[config.mk]
export PLATFORM = sky130hd
export DESIGN_NAME = ata_chan_bringup
export DESIGN_NICKNAME = d
export VERILOG_FILES = /design/src/rtl/ata_bringup_pkg.sv /design/src/rtl/ata_rst_sync.sv /design/src/rtl/ata_down_ctr.sv /design/src/rtl/ata_chan_bringup.sv
export SDC_FILE = /design/constraint.sdc
export NUM_CORES = 1
export LEC_CHECK = 0
export BUFFER_PORTS_ARGS = -buffer_cell sky130_fd_sc_hd__buf_4
export CORE_ASPECT_RATIO = 1.25
export CORE_MARGIN = 2
export CORE_UTILIZATION = 66
export DETAILED_ROUTE_END_ITERATION = 8
export PLACE_DENSITY = 0.86
export RECOVER_POWER = 100
export SLEW_MARGIN = 20
export SYNTH_ARGS = -nofsm -noshare
export SYNTH_HDL_FRONTEND = slang
export SYNTH_HIERARCHICAL = 1
export SYNTH_SLANG_ARGS = --single-unit
export TNS_END_PERCENT = 10
[constraint.sdc]
create_clock -name clk -period 5.5 [get_ports clk]
set_clock_uncertainty 0.15 [all_clocks]
set_input_delay 0 -clock clk [delete_from_list [all_inputs] [get_ports clk]]
set_output_delay 0 -clock clk [all_outputs]
set_load 0.01 [all_outputs]
[src/rtl/ata_bringup_pkg.sv]
package ata_bringup_pkg;

  typedef enum logic [3:0] {
    S_IDLE,
    S_SEL_WR,
    S_SEL_RD,
    S_SEL_WAIT,
    S_PAT_WR,
    S_CHK_NS,
    S_CHK_LB,
    S_NEXT_DEV,
    S_CTL_WR,
    S_CTL_WAIT,
    S_SETTLE,
    S_POLL_WAIT,
    S_POLL_RD,
    S_GAP,
    S_FINISH
  } seq_state_e;

  localparam logic [2:0] RA_NSECT = 3'd2;
  localparam logic [2:0] RA_LBAL  = 3'd3;
  localparam logic [2:0] RA_DEVHD = 3'd6;
  localparam logic [2:0] RA_STAT  = 3'd7;

  localparam logic [7:0] DEVHD_BASE = 8'hA0;
  localparam logic [7:0] CTL_QUIET  = 8'h08;
  localparam logic [7:0] CTL_SRST   = 8'h04;
  localparam logic [7:0] PAT_LO     = 8'h55;
  localparam logic [7:0] PAT_HI     = 8'hAA;

  localparam int STAT_BSY_BIT = 7;
  localparam logic [2:0] PAT_LAST = 3'd5;

  function automatic int imax(input int a, input int b);
    return (a > b) ? a : b;
  endfunction

  // Even steps hit sector count, odd steps hit LBA low; steps 2 and 3 swap values.
  function automatic logic [2:0] pat_addr(input logic [2:0] idx);
    return idx[0] ? RA_LBAL : RA_NSECT;
  endfunction

  function automatic logic [7:0] pat_data(input logic [2:0] idx);
    logic swap;
    swap = (idx == 3'd2) || (idx == 3'd3);
    return (idx[0] ^ swap) ? PAT_HI : PAT_LO;
  endfunction

endpackage

[src/rtl/ata_rst_sync.sv]
module ata_rst_sync (
  input  logic clk,
  input  logic rst_n_i,
  output logic rst_n_o
);

  logic [1:0] sync_q;

  always_ff @(posedge clk or negedge rst_n_i) begin
    if (!rst_n_i) sync_q <= 2'b00;
    else          sync_q <= {sync_q[0], 1'b1};
  end

  assign rst_n_o = sync_q[1];

endmodule

[src/rtl/ata_down_ctr.sv]
module ata_down_ctr #(
  parameter int W = 8
) (
  input  logic         clk,
  input  logic         rst_n,
  input  logic         load_i,
  input  logic [W-1:0] load_val_i,
  input  logic         dec_i,
  output logic [W-1:0] cnt_o,
  output logic         zero_o
);

  logic [W-1:0] cnt_q;
  logic [W-1:0] cnt_d;
  logic         cnt_en;

  assign cnt_en = load_i || (dec_i && (cnt_q != '0));

  always_comb begin
    cnt_d = cnt_q;
    if (load_i)      cnt_d = load_val_i;
    else if (cnt_en) cnt_d = cnt_q - W'(1);
  end

  always_ff @(posedge clk or negedge rst_n) begin
    if (!rst_n)      cnt_q <= '0;
    else if (cnt_en) cnt_q <= cnt_d;
  end

  assign cnt_o  = cnt_q;
  assign zero_o = (cnt_q == '0);

endmodule

[src/rtl/ata_chan_bringup.sv]
module ata_chan_bringup
  import ata_bringup_pkg::*;
#(
  parameter int SEL_SETTLE  = 500,
  parameter int SRST_HOLD   = 1000,
  parameter int SETTLE_CYC  = 15000000,
  parameter int POLL_IVL    = 100000,
  parameter int FIRST_POLLS = 300,
  parameter int RETRY_POLLS = 3,
  parameter int RETRY_GAP   = 10000000,
  parameter int MAX_RETRIES = 50
) (
  input  logic       clk,
  input  logic       rst_n,
  input  logic       start_i,
  output logic [2:0] reg_addr_o,
  output logic       reg_ctl_sel_o,
  output logic       reg_wr_o,
  output logic       reg_rd_o,
  output logic [7:0] reg_wdata_o,
  input  logic [7:0] reg_rdata_i,
  output logic [1:0] dev_mask_o,
  output logic       done_o,
  output logic       fail_o
);

  localparam int DLY_MAX = imax(imax(imax(SEL_SETTLE, SRST_HOLD), imax(SETTLE_CYC, POLL_IVL)),
                                RETRY_GAP);
  localparam int TMR_W   = $clog2(DLY_MAX + 2);
  localparam int POL_W   = $clog2(imax(FIRST_POLLS, RETRY_POLLS) + 2);
  localparam int RND_W   = $clog2(MAX_RETRIES + 2);

  logic rst_n_s;

  seq_state_e state_q, state_d;
  logic       dev_q, dev_d;
  logic       rst_ph_q, rst_ph_d;
  logic [2:0] idx_q, idx_d;
  logic [1:0] mask_q, mask_d;
  logic       nsok_q, nsok_d;
  logic       fail_q, fail_d;

  logic             tmr_ld, tmr_zero;
  logic [TMR_W-1:0] tmr_val, tmr_cnt;
  logic             pol_ld, pol_dec, pol_zero;
  logic [POL_W-1:0] pol_val, pol_cnt;
  logic             rnd_ld, rnd_dec, rnd_zero;
  logic [RND_W-1:0] rnd_cnt;

  ata_rst_sync u_rst_sync (.clk(clk), .rst_n_i(rst_n), .rst_n_o(rst_n_s));

  ata_down_ctr #(.W(TMR_W)) u_tmr (
    .clk(clk), .rst_n(rst_n_s), .load_i(tmr_ld), .load_val_i(tmr_val),
    .dec_i(1'b1), .cnt_o(tmr_cnt), .zero_o(tmr_zero)
  );

  ata_down_ctr #(.W(POL_W)) u_pol (
    .clk(clk), .rst_n(rst_n_s), .load_i(pol_ld), .load_val_i(pol_val),
    .dec_i(pol_dec), .cnt_o(pol_cnt), .zero_o(pol_zero)
  );

  ata_down_ctr #(.W(RND_W)) u_rnd (
    .clk(clk), .rst_n(rst_n_s), .load_i(rnd_ld), .load_val_i(RND_W'(MAX_RETRIES)),
    .dec_i(rnd_dec), .cnt_o(rnd_cnt), .zero_o(rnd_zero)
  );

  always_comb begin
    state_d  = state_q;
    dev_d    = dev_q;
    rst_ph_d = rst_ph_q;
    idx_d    = idx_q;
    mask_d   = mask_q;
    nsok_d   = nsok_q;
    fail_d   = fail_q;

    reg_addr_o    = 3'd0;
    reg_ctl_sel_o = 1'b0;
    reg_wr_o      = 1'b0;
    reg_rd_o      = 1'b0;
    reg_wdata_o   = 8'h00;

    tmr_ld  = 1'b0;
    tmr_val = '0;
    pol_ld  = 1'b0;
    pol_val = '0;
    pol_dec = 1'b0;
    rnd_ld  = 1'b0;
    rnd_dec = 1'b0;

    unique case (state_q)
      S_IDLE: begin
        if (start_i) begin
          mask_d   = 2'b00;
          fail_d   = 1'b0;
          dev_d    = 1'b0;
          rst_ph_d = 1'b0;
          state_d  = S_SEL_WR;
        end
      end
      S_SEL_WR: begin
        reg_wr_o    = 1'b1;
        reg_addr_o  = RA_DEVHD;
        reg_wdata_o = DEVHD_BASE | {3'b000, dev_q, 4'b0000};
        state_d     = S_SEL_RD;
      end
      S_SEL_RD: begin
        reg_rd_o      = 1'b1;
        reg_ctl_sel_o = 1'b1;
        tmr_ld        = 1'b1;
        tmr_val       = TMR_W'(SEL_SETTLE);
        idx_d         = 3'd0;
        state_d       = S_SEL_WAIT;
      end
      S_SEL_WAIT: begin
        if (tmr_zero) state_d = rst_ph_q ? S_CTL_WR : S_PAT_WR;
      end
      S_PAT_WR: begin
        reg_wr_o    = 1'b1;
        reg_addr_o  = pat_addr(idx_q);
        reg_wdata_o = pat_data(idx_q);
        if (idx_q == PAT_LAST) state_d = S_CHK_NS;
        else                   idx_d   = idx_q + 3'd1;
      end
      S_CHK_NS: begin
        reg_rd_o   = 1'b1;
        reg_addr_o = RA_NSECT;
        nsok_d     = (reg_rdata_i == PAT_LO);
        state_d    = S_CHK_LB;
      end
      S_CHK_LB: begin
        reg_rd_o   = 1'b1;
        reg_addr_o = RA_LBAL;
        if (nsok_q && (reg_rdata_i == PAT_HI)) mask_d = mask_q | (2'b01 << dev_q);
        state_d    = S_NEXT_DEV;
      end
      S_NEXT_DEV: begin
        if (!dev_q) begin
          dev_d   = 1'b1;
          state_d = S_SEL_WR;
        end else if (mask_q == 2'b00) begin
          fail_d  = 1'b1;
          state_d = S_FINISH;
        end else begin
          dev_d    = 1'b0;
          rst_ph_d = 1'b1;
          state_d  = S_SEL_WR;
        end
      end
      S_CTL_WR: begin
        reg_wr_o      = 1'b1;
        reg_ctl_sel_o = 1'b1;
        reg_wdata_o   = (idx_q == 3'd1) ? (CTL_QUIET | CTL_SRST) : CTL_QUIET;
        tmr_ld        = 1'b1;
        if (idx_q == 3'd2) begin
          tmr_val = TMR_W'(SETTLE_CYC);
          pol_ld  = 1'b1;
          pol_val = POL_W'(FIRST_POLLS);
          rnd_ld  = 1'b1;
          state_d = S_SETTLE;
        end else begin
          tmr_val = TMR_W'(SRST_HOLD);
          idx_d   = idx_q + 3'd1;
          state_d = S_CTL_WAIT;
        end
      end
      S_CTL_WAIT: begin
        if (tmr_zero) state_d = S_CTL_WR;
      end
      S_SETTLE: begin
        if (tmr_zero) begin
          tmr_ld  = 1'b1;
          tmr_val = TMR_W'(POLL_IVL);
          state_d = S_POLL_WAIT;
        end
      end
      S_POLL_WAIT: begin
        if (tmr_zero) state_d = S_POLL_RD;
      end
      S_POLL_RD: begin
        reg_rd_o   = 1'b1;
        reg_addr_o = RA_STAT;
        if (!reg_rdata_i[STAT_BSY_BIT]) begin
          state_d = S_FINISH;
        end else if (pol_zero || (pol_cnt == POL_W'(1))) begin
          if (rnd_zero) begin
            fail_d  = 1'b1;
            state_d = S_FINISH;
          end else begin
            rnd_dec = 1'b1;
            tmr_ld  = 1'b1;
            tmr_val = TMR_W'(RETRY_GAP);
            state_d = S_GAP;
          end
        end else begin
          pol_dec = 1'b1;
          tmr_ld  = 1'b1;
          tmr_val = TMR_W'(POLL_IVL);
          state_d = S_POLL_WAIT;
        end
      end
      S_GAP: begin
        if (tmr_zero) begin
          pol_ld  = 1'b1;
          pol_val = POL_W'(RETRY_POLLS);
          tmr_ld  = 1'b1;
          tmr_val = TMR_W'(POLL_IVL);
          state_d = S_POLL_WAIT;
        end
      end
      S_FINISH: state_d = S_IDLE;
      default:  state_d = S_IDLE;
    endcase
  end

  always_ff @(posedge clk or negedge rst_n_s) begin
    if (!rst_n_s) begin
      state_q  <= S_IDLE;
      dev_q    <= 1'b0;
      rst_ph_q <= 1'b0;
      idx_q    <= 3'd0;
      mask_q   <= 2'b00;
      nsok_q   <= 1'b0;
      fail_q   <= 1'b0;
    end else begin
      state_q  <= state_d;
      dev_q    <= dev_d;
      rst_ph_q <= rst_ph_d;
      idx_q    <= idx_d;
      mask_q   <= mask_d;
      nsok_q   <= nsok_d;
      fail_q   <= fail_d;
    end
  end

  assign dev_mask_o = mask_q;
  assign fail_o     = fail_q;
  assign done_o     = (state_q == S_FINISH);

  logic unused_rnd;
  assign unused_rnd = ^rnd_cnt ^ ^tmr_cnt;

endmodule

==> results <==
- No sink is reached through more buffers than the 2 on the longest clock path.
- The type of the worst setup path is flop to flop.
- The biggest cell delay along the critical path is between 700 and 800 ps.
- The clock latency of the later-clocked register in the worst-skew pair is 310 ps.
- The design draws roughly 0.87 mW.
- For the pin with the worst max-slew slack, the measured transition is around 2400 ps.
- Along the worst hold path, the cell count comes to 4.
- The startpoint identified for the worst hold timing path is reg_rdata_i[3].
- The count of warnings emitted by yosys is 6.
- Data on the critical path arrives at its endpoint at about 4100 ps.
- The count of buffers added on input and output ports is 28.
- The cell with the biggest individual delay on the critical path is sky130_fd_sc_hd__or2_0.
- The leakage power figure is around 1.8 nW.
- The mean routed wirelength per cell is 17.13 um.
- The total routing resource utilization after global routing is 0.2951.
- Counting both buffers and inverters, the worst setup path holds a total of 2.
- The routability-driven placement congestion ratio is between 0.9 and 1.
- In the final layout, the multi-input gates occupy between 2000 and 2500 um^2.
- Static timing analysis puts the maximum clock frequency at between 200 and 250 MHz.
- In this run the power density over the cells is just over 200 nW/um^2.
- The antenna cell count is 0.
- For this run the aggregate overflow at the end of global routing stands at 0.
- The number of antenna violations at the first check in global routing is 0.
- Clock-pin slew was measured on the worst setup and hold paths at about 110 ps.
- For this run, the leading register cell type out of synthesis is sky130_fd_sc_hd__dfrtp_1.
- The checks that failed: capacitance limit, slew limit.
- For hold timing, the worst endpoint is dev_mask_o[0].
- The floorplan step set the die width to approximately 73 um.
- Using the TritonRoute via totals, the vias-per-cell ratio works out to between 6 and 7.
- The synthesis-to-layout area growth is 7.154%.
- Leaving out filler cells and counting taps, the final layout contains between 500 and 600.
- The library cell used most frequently in the layout, excluding fill and tap cells, is sky130_fd_sc_hd__dfrtp_1.
- The type of the worst min-delay path is input port to flop.
- The number of violations reported at the end of detailed-routing iteration 0 is around 260.
- The top cell family by delay on the critical path is simple AND/OR/NAND/NOR gates.
- The global routing met1 resource utilization is 0.3594.
- The tool flagged a number of max-cap violations equal to 1.
- On the final layout, the worst hold slack is 6.875 ps.
- The detailed router placed between 3000 and 4000 vias in this run.
- The clock tree from TritonCTS is yes.
- The initialized floorplan defines 31 standard-cell rows.
- The worst endpoint required time is about 5600 ps.
- The boundary pin count is 29.
- The clock drives 54 sinks.
- The fraction of registers with async set or reset after synthesis is 1.000.
- The starting density of the core is 0.6824.
- Of the synthesized area, sequential elements account for 0.3404.
- Summing all flip-flop and latch instances after layout gives between 1000 and 1500 um^2.
- The max-slew violation count came to 45.
- Synthesis produced a netlist whose cell count is roughly 470.
- The worst-case IR drop observed on VDD is between 150 and 200 uV.
- The unique cell type count in the Yosys netlist is 80.
- The floorplan step defined a die boundary enclosing about 6700 um^2.
- The cell that appears most often on the critical path is sky130_fd_sc_hd__inv_1.
- For flop-to-flop paths, the worst setup slack is around 1400 ps.
- The number of design rule violations left after detail routing is 0.
- The clock tree root buffer cell is sky130_fd_sc_hd__clkbuf_8.
- The net count of the finished layout is approximately 520.
- For met2 alone, demand over resource in global routing was 0.5045.
- The worst setup path is launched from a flop.
- The number of placed instances, taps included, is roughly 550.
- Adding up every negative setup slack in the final design gives 0 ps.
- The reg-to-reg critical path endpoint is u_pol/cnt_o[2].
- The total core area is 5818 um^2.
- The first global-routing pass estimated between 15 and 20 mm of wire.
- The final setup violation count is 0.
- The y dimension of the die is ~91 um.
- After legalization and detailed placement, the total HPWL measured 6.602 mm.
- The routed design has between 9 and 10 mm of wire.
- The number of cells on the worst reg-to-reg path is 9.
- The H-tree was split into 2 levels.
- The minimum clock period after layout is 4081 ps.
- Setup repair after global routing left no endpoint under its margin.
- The post-route fraction of the period consumed by the critical path is 0.7420.
- The flow ran to the end, but the final reports show violations.
- For this run, global-route usage on met3 was measured as 0.04241.
- The number of enable flip-flop cells after synthesis is 0.
- The largest net degree at the start of global routing is between 40 and 50.
- Clock tree synthesis inserted a total of 5 buffers.
- The netlist area before placement is roughly 4000 um^2.
- The number of endpoints with negative hold slack in the final report is 0.
- Traced cell by cell, the critical path runs through or4_1 > nor4_1 > nand3_1 > inv_1 > and3_1 > or2_0 > inv_1 > and3_2 > a211o_1.
- The number of synthesized register bits is 54.
- The largest driver fanout on the critical path is 19.
- The most used routing layer is met2.
- Fill cells in the final layout number 489.
- The post-synthesis average cell area is roughly 8.5 um^2.
- The count of nets left with antenna violations after detail routing is 0.
- STA classifies the critical path endpoint as a flop.
- The critical register-to-register path startpoint is u_tmr/cnt_o[16].
- In the layout the commonest cells are 53 x sky130_fd_sc_hd__dfrtp_1, 52 x sky130_fd_sc_hd__nand2_1, 49 x sky130_fd_sc_hd__nor2_1, 29 x sky130_fd_sc_hd__inv_1, 19 x sky130_fd_sc_hd__o21ai_0.
- The first-pass detailed-route iteration total is 5.
- The number of global-route vias before repair is 3491.
- The worst slew slack as a fraction of its limit is -0.6111.
- Of the cells placed in the final design, the portion with a size suffix greater than 1 is 0.09543.
[state kept, by name, indices dropped and copies added, names as in the netlist]
name and flops:
u_tmr/cnt_o 24, u_rnd/cnt_o 6, dev_mask_o 2, dev_q 1, nsok_q 1, u_rst_sync/sync_q 2, rst_ph_q 1, u_pol/cnt_o 9
fail_o 1, state_q 4, idx_q 3
[power breakdown]
group          total [mW]  internal [mW]  switching [mW]
combinational       0.165         0.0762          0.0889
sequential          0.472          0.429          0.0427
clock               0.233         0.0915           0.141
total               0.870          0.597           0.273
[what timing repair did]
item                      4_1_cts  5_1_grt
gates resized for setup         0        0
hold buffers                    8        0
hold endpoints to repair       13        0
setup buffers                   0        0
[tightest hold or removal path: stages]
cell and delay [ps]:
sky130_fd_sc_hd__buf_4 90, sky130_fd_sc_hd__a41o_1 190, sky130_fd_sc_hd__a21oi_1 70, sky130_fd_sc_hd__nor2_1 80
[per-layer routing]
metal,part of all wire,wire (um)
met1,0.40,3944
met2,0.52,5027
met3,0.054,523
met4,0.026,253
met5,0,0
[synthesized netlist by cell type (all sizes together) (4+ instances only)]
library cell  number  area (um^2)
a21oi             14        73.82
a31oi             15        93.84
and3               4        26.28
buf               14        87.58
clkbuf            11        43.79
dfrtp             54         1351
ha                 9        112.6
inv               29        108.9
mux2               8        90.09
nand2             53        201.5
nand2b            10        70.06
nand3             12        60.06
nor2              49        183.9
nor2b              6        37.54
nor3              16        91.34
nor3b              5        37.54
nor4              12        126.4
o2111ai            6        52.55
o211ai             8        60.06
o21ai             19        95.09
o311ai             7        68.82
o31ai              7        66.31
or3               14        90.08
or3b               5        43.80
or4               11        90.08
xnor2              7        61.31
[kinds of logic (layout without fill, tap and decap cells)]
| kind of cell | Yosys count | count (layout) | synth area share |
|---|---|---|---|
| AO/OA/AOI/OAI | 109 | 109 | 0.2039 |
| XOR/XNOR | 10 | 10 | 0.02206 |
| adder cells (fa/ha/maj) | 9 | 9 | 0.02836 |
| buffers and inverters | 56 | 75 | 0.06555 |
| flip-flops | 54 | 54 | 0.3404 |
| multiplexers | 10 | 10 | 0.02774 |
| other | 3 | 18 | 0.002836 |
| AND/OR/NAND/NOR | 218 | 218 | 0.3092 |
[cell type report]
cell class,count,share of cell area
clock buffer,5,0.01618
timing repair buffer,38,0.05588
inverter,29,0.02559
sequential,54,0.3179
tap,66,0.01941
clock inverter,3,0.005588
multi-input combinational,374,0.5594
[how the worst max path moves through the flow]
| stage | from | endpoint | slack, ps | depth (start not counted) |
|---|---|---|---|---|
| floorplan | u_tmr/cnt_o[0] | u_tmr/cnt_o[7] | 2160 | 14 |
| global placement | u_tmr/cnt_o[0] | u_tmr/cnt_o[23] | 2090 | 15 |
| detailed placement | u_tmr/cnt_o[0] | u_tmr/cnt_o[23] | 1960 | 15 |
| CTS | u_tmr/cnt_o[0] | u_tmr/cnt_o[23] | 1960 | 15 |
| global route | u_tmr/cnt_o[16] | u_pol/cnt_o[2] | 1190 | 9 |
| finish | u_tmr/cnt_o[16] | u_pol/cnt_o[2] | 1420 | 9 |
[through the flow]
| stage | util | worst slack [ps] | cell area (um^2) |
|---|---|---|---|
| 6_report | 0.7312 | 1419 | 4254 |
| 5_1_grt | 0.7312 | 1188 | 4254 |
| 4_1_cts | 0.7488 | 1956 | 4357 |
| 3_5_place_dp | 0.7191 | 1956 | 4184 |
| 3_3_place_gp | 0.7191 | 2088 | 4184 |
| 2_1_floorplan | - | 2165 | 4026 |
(Power assumes the default switching activity.)
